`src/rtl/lft_pkg.sv`:
```
package lft_pkg;
   // control word field placement
   localparam int PRE_LSB    = 22;
   localparam int PRE_W      = 4;
   localparam int DADD_LSB   = 18;
   localparam int DADD_W     = 4;
   localparam int SCOPE_LSB  = 16;
   localparam int SCOPE_W    = 2;
   localparam int BRATE_LSB  = 13;
   localparam int BRATE_W    = 3;
   // fixed divider offset and blink base exponent
   localparam int DIV_OFFSET = 16;
   localparam int BLINK_BASE = 3;

   typedef enum logic [1:0] {
      SCOPE_OFF      = 2'd0,
      SCOPE_PIXEL    = 2'd1,
      SCOPE_SEG0_COL = 2'd2,
      SCOPE_PANEL    = 2'd3
   } blink_scope_e;
endpackage

```
`src/rtl/lft_pow2_counter.sv`:
```
// Counts step pulses and emits a registered tick every 2^(BASE_SHIFT+sel) steps.
// The select is sampled only when the count wraps.
module lft_pow2_counter #(
   parameter int SEL_W      = 4,
   parameter int BASE_SHIFT = 0
) (
   input  logic             clk,
   input  logic             rst_n,
   input  logic             step_en,
   input  logic [SEL_W-1:0] sel_in,
   output logic             tick_o
);
   localparam int CNT_W = BASE_SHIFT + (1 << SEL_W) - 1;
   localparam logic [CNT_W:0] ONE = 1;

   if (SEL_W < 1 || SEL_W > 5) begin : g_bad_sel
      $error("lft_pow2_counter: SEL_W out of range");
   end
   if (BASE_SHIFT < 0 || BASE_SHIFT > 8) begin : g_bad_base
      $error("lft_pow2_counter: BASE_SHIFT out of range");
   end

   logic [SEL_W-1:0] sel_act;
   logic [CNT_W-1:0] cnt;
   logic [CNT_W-1:0] limit;
   logic [CNT_W:0]   span;
   logic             at_end;

   always_comb begin
      span  = ONE << (BASE_SHIFT + int'(sel_act));
      limit = span[CNT_W-1:0] - ONE[CNT_W-1:0];
   end

   assign at_end = (cnt == limit);

   always_ff @(posedge clk) begin
      if (!rst_n) begin
         cnt     <= '0;
         sel_act <= '0;
         tick_o  <= 1'b0;
      end else begin
         tick_o <= step_en && at_end;
         if (step_en) begin
            if (at_end) begin
               cnt     <= '0;
               sel_act <= sel_in;
            end else begin
               cnt <= cnt + CNT_W'(1);
            end
         end
      end
   end

   assert_tick_after_step_R1: assert property (@(posedge clk) disable iff (!rst_n)
      tick_o |-> $past(step_en));
   assert_count_bounded_R8: assert property (@(posedge clk) disable iff (!rst_n)
      cnt <= limit);
endmodule

```
`src/rtl/lft_frame_div.sv`:
```
// Divides the prescaled tick by OFFSET plus a programmable addend.
module lft_frame_div #(
   parameter int ADD_W  = 4,
   parameter int OFFSET = 16
) (
   input  logic             clk,
   input  logic             rst_n,
   input  logic             step_en,
   input  logic [ADD_W-1:0] add_in,
   output logic             tick_o
);
   localparam int CW = $clog2(OFFSET + (1 << ADD_W));

   if (OFFSET < 2) begin : g_bad_off
      $error("lft_frame_div: OFFSET must be at least 2");
   end

   logic [ADD_W-1:0] add_act;
   logic [CW-1:0]    cnt;
   logic [CW-1:0]    limit;

   assign limit = CW'(OFFSET - 1) + CW'(add_act);

   always_ff @(posedge clk) begin
      if (!rst_n) begin
         cnt     <= '0;
         add_act <= '0;
         tick_o  <= 1'b0;
      end else begin
         tick_o <= step_en && (cnt == limit);
         if (step_en) begin
            if (cnt == limit) begin
               cnt     <= '0;
               add_act <= add_in;
            end else begin
               cnt <= cnt + CW'(1);
            end
         end
      end
   end

   assert_frame_after_pre_R2: assert property (@(posedge clk) disable iff (!rst_n)
      tick_o |-> $past(step_en));
   assert_frame_single_R10: assert property (@(posedge clk) disable iff (!rst_n)
      tick_o |=> !tick_o);
   assert_div_bounded_R8: assert property (@(posedge clk) disable iff (!rst_n)
      cnt <= limit);
endmodule

```
`src/rtl/lft_blink.sv`:
```
// Blink phase timer and pixel scope masks.
module lft_blink
   import lft_pkg::*;
#(
   parameter int RATE_W     = 3,
   parameter int BASE_SHIFT = 3,
   parameter int NUM_COM    = 8
) (
   input  logic              clk,
   input  logic              rst_n,
   input  logic              frame_tick,
   input  logic [RATE_W-1:0] rate_in,
   input  blink_scope_e      scope_in,
   output logic              phase_o,
   output logic              seg0_o,
   output logic              seg_all_o,
   output logic [NUM_COM-1:0] com_o
);
   logic               wrap_tick;
   logic [NUM_COM-1:0] com_hit;

   lft_pow2_counter #(.SEL_W(RATE_W), .BASE_SHIFT(BASE_SHIFT)) u_rate (
      .clk     (clk),
      .rst_n   (rst_n),
      .step_en (frame_tick),
      .sel_in  (rate_in),
      .tick_o  (wrap_tick)
   );

   for (genvar k = 0; k < NUM_COM; k++) begin : g_com
      assign com_hit[k] = (scope_in == SCOPE_PANEL) || (scope_in == SCOPE_SEG0_COL) ||
                          ((scope_in == SCOPE_PIXEL) && (k == 0));
   end

   always_ff @(posedge clk) begin
      if (!rst_n) begin
         phase_o   <= 1'b0;
         seg0_o    <= 1'b0;
         seg_all_o <= 1'b0;
         com_o     <= '0;
      end else begin
         if (wrap_tick) phase_o <= ~phase_o;
         seg0_o    <= phase_o && (scope_in != SCOPE_OFF);
         seg_all_o <= phase_o && (scope_in == SCOPE_PANEL);
         com_o     <= phase_o ? com_hit : '0;
      end
   end

   assert_phase_on_wrap_R3: assert property (@(posedge clk) disable iff (!rst_n)
      (phase_o != $past(phase_o)) |-> $past(wrap_tick));
   assert_mask_lags_phase_R11: assert property (@(posedge clk) disable iff (!rst_n)
      ((|com_o) || seg0_o) |-> $past(phase_o));
   assert_panel_covers_R7: assert property (@(posedge clk) disable iff (!rst_n)
      seg_all_o |-> ((&com_o) && seg0_o));
   assert_seg0_has_com_R5: assert property (@(posedge clk) disable iff (!rst_n)
      seg0_o |-> com_o[0]);
endmodule

```
`src/rtl/lcd_frame_timer.sv`:
```
module lcd_frame_timer
   import lft_pkg::*;
#(
   parameter int NUM_COM = 8
) (
   input  logic               clk,
   input  logic               rst_n,
   input  logic               kern_en,
   input  logic [31:0]        ctrl_word,
   output logic               pre_tick,
   output logic               frame_tick,
   output logic               blink_phase,
   output logic               blink_seg0,
   output logic               blink_seg_all,
   output logic [NUM_COM-1:0] blink_com_mask
);
   if (NUM_COM < 1 || NUM_COM > 8) begin : g_bad_com
      $error("lcd_frame_timer: NUM_COM must be 1..8");
   end

   logic ctrl_unused;
   assign ctrl_unused = ^{ctrl_word[31:26], ctrl_word[12:0]};

   lft_pow2_counter #(.SEL_W(PRE_W), .BASE_SHIFT(0)) u_pre (
      .clk     (clk),
      .rst_n   (rst_n),
      .step_en (kern_en),
      .sel_in  (ctrl_word[PRE_LSB +: PRE_W]),
      .tick_o  (pre_tick)
   );

   lft_frame_div #(.ADD_W(DADD_W), .OFFSET(DIV_OFFSET)) u_div (
      .clk     (clk),
      .rst_n   (rst_n),
      .step_en (pre_tick),
      .add_in  (ctrl_word[DADD_LSB +: DADD_W]),
      .tick_o  (frame_tick)
   );

   lft_blink #(.RATE_W(BRATE_W), .BASE_SHIFT(BLINK_BASE), .NUM_COM(NUM_COM)) u_blink (
      .clk        (clk),
      .rst_n      (rst_n),
      .frame_tick (frame_tick),
      .rate_in    (ctrl_word[BRATE_LSB +: BRATE_W]),
      .scope_in   (blink_scope_e'(ctrl_word[SCOPE_LSB +: SCOPE_W])),
      .phase_o    (blink_phase),
      .seg0_o     (blink_seg0),
      .seg_all_o  (blink_seg_all),
      .com_o      (blink_com_mask)
   );
endmodule

```
`config.mk`:
```
export PLATFORM = sky130hd
export DESIGN_NAME = lcd_frame_timer
export DESIGN_NICKNAME = d
export VERILOG_FILES = /design/src/rtl/lft_pkg.sv /design/src/rtl/lft_pow2_counter.sv /design/src/rtl/lft_frame_div.sv /design/src/rtl/lft_blink.sv /design/src/rtl/lcd_frame_timer.sv
export SDC_FILE = /design/constraint.sdc
export NUM_CORES = 1
export LEC_CHECK = 0
export ABC_AREA = 1
export BUFFER_PORTS_ARGS = -buffer_cell sky130_fd_sc_hd__buf_4
export CORE_MARGIN = 2
export CORE_UTILIZATION = 51
export DETAILED_ROUTE_END_ITERATION = 6
export PLACE_DENSITY = 0.74
export SLEW_MARGIN = 40
export SYNTH_ARGS = -nofsm -noshare
export SYNTH_HDL_FRONTEND = slang
export SYNTH_SLANG_ARGS = --single-unit
```
`constraint.sdc`:
```
create_clock -name clk -period 1.9 [get_ports clk]
set_input_delay 0.38 -clock clk [delete_from_list [all_inputs] [get_ports clk]]
set_output_delay 0.38 -clock clk [all_outputs]
set_load 0.05 [all_outputs]
```
# After elaboration in Yosys (flattened, before gate mapping)
# Index checks and enable logic that the tools add are counted.
# totals
output_inout_bits	13
register_bits	49
elab_cells	44
input_bits	35
# classes
muxes	3
add_sub_neg	7
shifts	2
bitwise_logic	1
eq_ne	6
reduce_logical	12
# ops
op	count
$shl A1 B32 Y10 const A	1
$add A15 B1 Y15 const B	1
$eq A15 B15 Y1	1
$mux W15	1
$shl A1 B4 Y15 const A	1
$sub A15 B1 Y15 const B	1
$add A10 B1 Y10 const B	1
$eq A10 B10 Y1	1
$mux W10	1
$sub A10 B1 Y10 const B	1
$reduce_and A2 Y1	4
$add A4 B4 Y5 const A	1
$add A5 B1 Y5 const B	1
$eq A5 B5 Y1	1
$logic_and A1 B1 Y1	5
$mux W5	1
$add A2 B3 Y4 const A	1
$eq A2 B2 Y1 const B	2
$eq A2 B1 Y1 const B	1
$logic_or A1 B1 Y1	2
$reduce_bool A2 Y1	1
$not A1 Y1	1

# Logic depth before layout (Yosys ltp)
# logic_depth
depth_word	5
ltp_mapped	16
mapped_depth_nobuf	15

# By module
# A second synthesis with hierarchy kept.
# hier_totals
hier_cells	524
hier_area_um2	3303.2
# by_module_without_submodules
mod	cells_each	n_inst	seq_area_each_um2	area_each_um2
lft_pow2_counter at u_pre	236	1	400.4	1403.8
lft_pow2_counter at u_blink.u_rate	151	1	280.3	1012.2
lft_frame_div	115	1	200.2	688.2
lft_blink	22	1	100.1	198.9

# Least setup slack after synthesis
# Ideal clock, no wire load.
# synth_path
kind	register -> register
from	reg u_pre.sel_act[2]
to	reg u_pre.cnt[7]
t_required_ns	1.781
slack_ns	-0.112
path_buffers	2
t_arrival_ns	1.893
setup_ns	0.119
synth_period_minus_slack_ns	2.012
path_stages_with_launch	17
cell_sequence	dfxtp_1 buf_4 nor2_4 nand3_1 ha_1 inv_1 nand2_1 nand2_1 nor2_1 nand2_1 nor2_2 nand3_1 nor2_4 nand3_4 nand2_4 buf_12 nor2_2
# synth_between
elab_chain_len	4
# synth_lines
item	line_no	rtl
start, declared	lft_pow2_counter.sv:23	logic [SEL_W-1:0] sel_act;
start signal, assigned	lft_pow2_counter.sv:46	sel_act <= sel_in;
$shl A1 B4 Y15	lft_pow2_counter.sv:30	span = ONE << (BASE_SHIFT + int'(sel_act));
$sub A15 B1 Y15	lft_pow2_counter.sv:31	limit = span[CNT_W-1:0] - ONE[CNT_W-1:0];
$eq A15 B15 Y1	lft_pow2_counter.sv:34	assign at_end = (cnt == limit);
$mux W15	lft_pow2_counter.sv:44	if (at_end) begin
end signal, assigned	lft_pow2_counter.sv:48	cnt <= cnt + CNT_W'(1);
end, declared	lft_pow2_counter.sv:24	logic [CNT_W-1:0] cnt;
# Every way passes these cells.
# A chain may end at the register's enable or synchronous reset.

# Final worst setup path
# layout_path
from	reg u_pre.sel_act[3]
to	reg u_pre.cnt[12]
# Same word-level chain as after synthesis.

==> metrics.md <==
| Metric | Value |
|---|---|
| Core area | `5510 sq um` |
| Max-cap violation count | `0` |
| Synth Area in Compound Gates | `4.68%` |
| Leak pwr | `1.63 nW` |
| DP Wirelength | `4.84 mm` |
| RD Place Congestion | `0.865` |
| Worst Path Arrival | `2.19 ns` |
| GRT Overall Usage | `21.2%` |
| Synth Area in Simple Gates | `40.8%` |
| Crit start category | `flop` |
| Mean Syn Cell Area | `6.61 sq um` |
| DR vias/cell | `4.99` |
| Post-synth top area share | `around 34%` |
| Switching share of power | `35.8%` |
| First-pass DRT Iterations | `4` |
| H-tree lvl count | `2` |
| Multi-input logic area | `about 1700 sq um` |
| Crit path capture | `u_pre.cnt[12]$_SDFFE_PN0P_` |
| Drt total wl | `6.36 mm` |
| TritonCTS clock tree | `built` |
| Failing checks | `negative setup slack` |
| Power share of the clock group | `22.9%` |
| Worst-path clk slew | `0.09 ns` |
| Antenna fix cells | `0` |
| Final Setup Violations | `19` |
| CP Launch Point | `u_pre.sel_act[3]$_SDFFE_PN0P_` |
| Std-Cell Rows | `27` |
| GR Overflow Total | `0` |
| Port Buffers | `28` |
| Die W | `79.6 um` |
| Final period utilization | `104%` |
| Count leader, synth | `nand2_1` |
| Max-slew headroom | `71.7%` |
| Share of cells above drive strength 1 | `between 20% and 30%` |
| Die area | `6340 sq um` |
| Total clock buffers created by CTS | `5` |
| Worst-margin pin slew | `0.421 ns` |
| Vias in the first global route | `2522` |
| Synthesized instance count | `441` |
| Fmax | `504 MHz` |
| Reg power frac | `43.2%` |
| DRC Markers | `0` |
| CTS max path bufs | `2` |
| Sequential cell area | `986 sq um` |
| Slowest CP cell | `dfxtp_2` |
| Largest area contributor in the netlist | `dfxtp_1` |
| Outcome | `complete, but fails checks` |
| Yosys Warn Count | `0` |
| XOR/XNOR share of the synthesized area | `about 6.3%` |
| Syn-to-layout area delta | `17.8%` |
| Synth async-reset ratio | `0%` |
| Hold Crit Class | `primary input to flop` |
| Hold Vio Cnt, Final | `0` |
| Crit path time final | `between 1.5 and 2 ns` |
| R2R setup slack | `-0.08 ns` |
| Largest stage delay, worst path | `0.34 ns` |
| Wire per inst | `approximately 11 um` |
| CTS Root Buffer Type | `clkbuf_8` |
| Number of synthesized flops with an enable pin | `0` |
| Max FO, Critical Path | `8` |
| Post-route ant nets | `0` |
| Synth unique cells | `32` |
| Clock Skew | `0.00638 ns` |
| First-pass GRT wire length | `around 11 mm` |
| Worst path buffer plus inverter count | `1` |
| Combinational share of power | `33.9%` |
| Post-synth top flop | `dfxtp_1` |
| Routed vias | `~2800` |
| Critical path class | `flop to flop` |
| Mux share of post-synthesis cell area | `0%` |
| Synth top cells by count | `nand2_1, inv_1, dfxtp_1` |
| Sequential area share after synthesis | `33.6%` |
| Syn Nets | `482` |
| Largest family of logic cells by synthesized area | `simple AND/OR/NAND/NOR gates` |
| Cell internal pwr | `1.70 mW` |
| RSZ-0062 raised after global routing | `true` |
| Reg2reg end | `u_pre.cnt[12]$_SDFFE_PN0P_` |
| Critical Path RT | `2.10 ns` |
| Fillcell total | `514` |
| Setup TNS | `-1.16 ns` |
| Crit. End Element | `flop` |
| Initial drt markers | `around 160` |
| Total Power | `2.64 mW` |
| Starting density of the core | `53.0%` |
| Ranking of synthesized cells by area | `dfxtp_1, nand2_1, inv_1, nand3_1, nor2_1` |
| Sink Count | `49` |
| Crit-path leading delay family | `simple AND/OR/NAND/NOR gates` |
| Final WS setup | `-0.0849 ns` |
| Largest net degree at the start of global routing | `26` |
| # IOs | `48` |
| Synth Area in Adders | `2.57%` |
| Crit. path cell count | `14` |
| CP Cell Sequence | `nor2_4 > nand3_2 > ha_4 > inv_2 > nand2_2 > nand2_1 > nor2_1 > nand2_1 > nor2_2 > nand3_2 > nor2_4 > nand3_4 > nand2_4 > nor2_2` |
| Pins Over Slew Limit | `0` |
| Nets | `roughly 520` |
| Reg-to-Reg Start | `u_pre.sel_act[3]$_SDFFE_PN0P_` |
| Switching Power | `944 uW` |
| Area of the mapped netlist | `2920 sq um` |
| Synthesized flop and latch total | `49` |
| Worst-skew pair later-pin latency | `0.31 ns` |
| R2R cell count | `14` |
| Cell Pwr Density | `between 700 and 800 nW/um^2` |
| Die height | `79.6 um` |
| VDD IR max | `0.000399 V` |
| Antenna violations before repair | `0` |
[cell families after synthesis]
family	count (synthesis)
compound gates	25
flops	49
xor+xnor	21
simple gates	263
fa+ha+maj	6
buf+inv	77
[what timing repair did]
action | 4_1_cts | 5_1_grt
hold endpoints to repair | 0 | 0
pin swaps | 0 | 5
setup buffers | 1 | 0
resized for setup | 8 | 11
hold buffers | 0 | 0
setup endpoints to repair | 19 | 25
cloned | 1 | 0
[worst min-delay path by stage]
stage | from | to | slack, ns | cells past startpoint
after CTS | ctrl_word[13] | u_blink.u_rate.sel_act[0]$_SDFFE_PN0P_ | 0.25 | 3
after detailed placement | u_div.add_act[1]$_SDFFE_PN0P_ | u_div.add_act[1]$_SDFFE_PN0P_ | 0.47 | 2
after global routing | ctrl_word[15] | u_blink.u_rate.sel_act[2]$_SDFFE_PN0P_ | 0.26 | 3
after global placement | u_div.add_act[1]$_SDFFE_PN0P_ | u_div.add_act[1]$_SDFFE_PN0P_ | 0.44 | 2
final | ctrl_word[13] | u_blink.u_rate.sel_act[0]$_SDFFE_PN0P_ | 0.26 | 3
after floorplan | u_div.add_act[1]$_SDFFE_PN0P_ | u_div.add_act[1]$_SDFFE_PN0P_ | 0.43 | 2
[sequential cells by signal, indices dropped and copies added, names as in the netlist]
name	cells
u_pre.cnt	15
u_blink.u_rate.tick_o	1
u_div.add_act	4
u_pre.sel_act	4
u_div.tick_o	1
u_blink.phase_o	1
u_blink.com_o	2
u_pre.tick_o	1
u_blink.seg_all_o	1
u_blink.seg0_o	1
u_blink.u_rate.cnt	10
u_blink.u_rate.sel_act	3
u_div.cnt	5
[layout by cell type (no fill, tap or decap), types with 2 or more instances in the layout]
cell type / n
dfxtp_2: 4
a21oi_1: 8
inv_1: 58
nor2_4: 7
clkbuf_1: 2
buf_4: 49
ha_1: 5
clkbuf_8: 5
o21ai_0: 11
nand2_2: 3
nand2_1: 132
nor2_1: 40
dfxtp_1: 45
nand4_1: 18
nand3_1: 32
nand2_4: 2
inv_2: 3
nor3_1: 7
xnor2_1: 7
xor2_1: 14
nand3_2: 4
nor2_2: 14
o211ai_1: 2
[stage by stage]
step	instances	hold WS [ns]	instance area, sq um	util [%]	setup WS [ns]
2_1_floorplan	441	0.426	2930	-	-0.0655
3_3_place_gp	546	0.445	3260	59.3	-0.133
3_5_place_dp	546	0.469	3260	59.3	-0.157
4_1_cts	556	0.252	3400	61.7	-0.0895
5_1_grt	556	0.256	3430	62.4	-0.270
6_report	556	0.263	3430	62.4	-0.0849
[final cells by class]
class                           count  area share (%)
Tap cell                           72            2.62
Inverter                           62            6.85
Clock inverter                      1           0.219
Clock buffer                        7            2.22
Multi-Input combinational cell    316            48.7
Sequential cell                    49            28.7
Timing Repair Buffer               49            10.7
[power by group through the flow]
stage          sequential (mW)  clock [mW]  combinational (mW)
2_1_floorplan             1.15           0               0.600
3_3_place_gp              1.16           0               0.762
3_5_place_dp              1.16           0               0.774
4_1_cts                   1.14       0.624               0.841
5_1_grt                   1.15       0.666                1.01
6_report                  1.14       0.605               0.894
[metal layers]
metal | wire (um) | track usage (%)
met1 | 2910 | 26.4
met2 | 3050 | 36.4
met3 | 313 | 4.98
met4 | 84 | 6.03
met5 | 0 | 0
[worst register-to-register path: stages, from the launching register on]
cell     delay (ns)
dfxtp_2        0.34
nor2_4         0.16
nand3_2        0.10
ha_4           0.28
inv_2          0.03
nand2_2        0.05
nand2_1        0.04
nor2_1         0.08
nand2_1        0.06
nor2_2         0.11
nand3_2        0.10
nor2_4         0.12
nand3_4        0.18
nand2_4        0.18
nor2_2         0.04
Note: power is estimated with default switching activity, not from simulation.
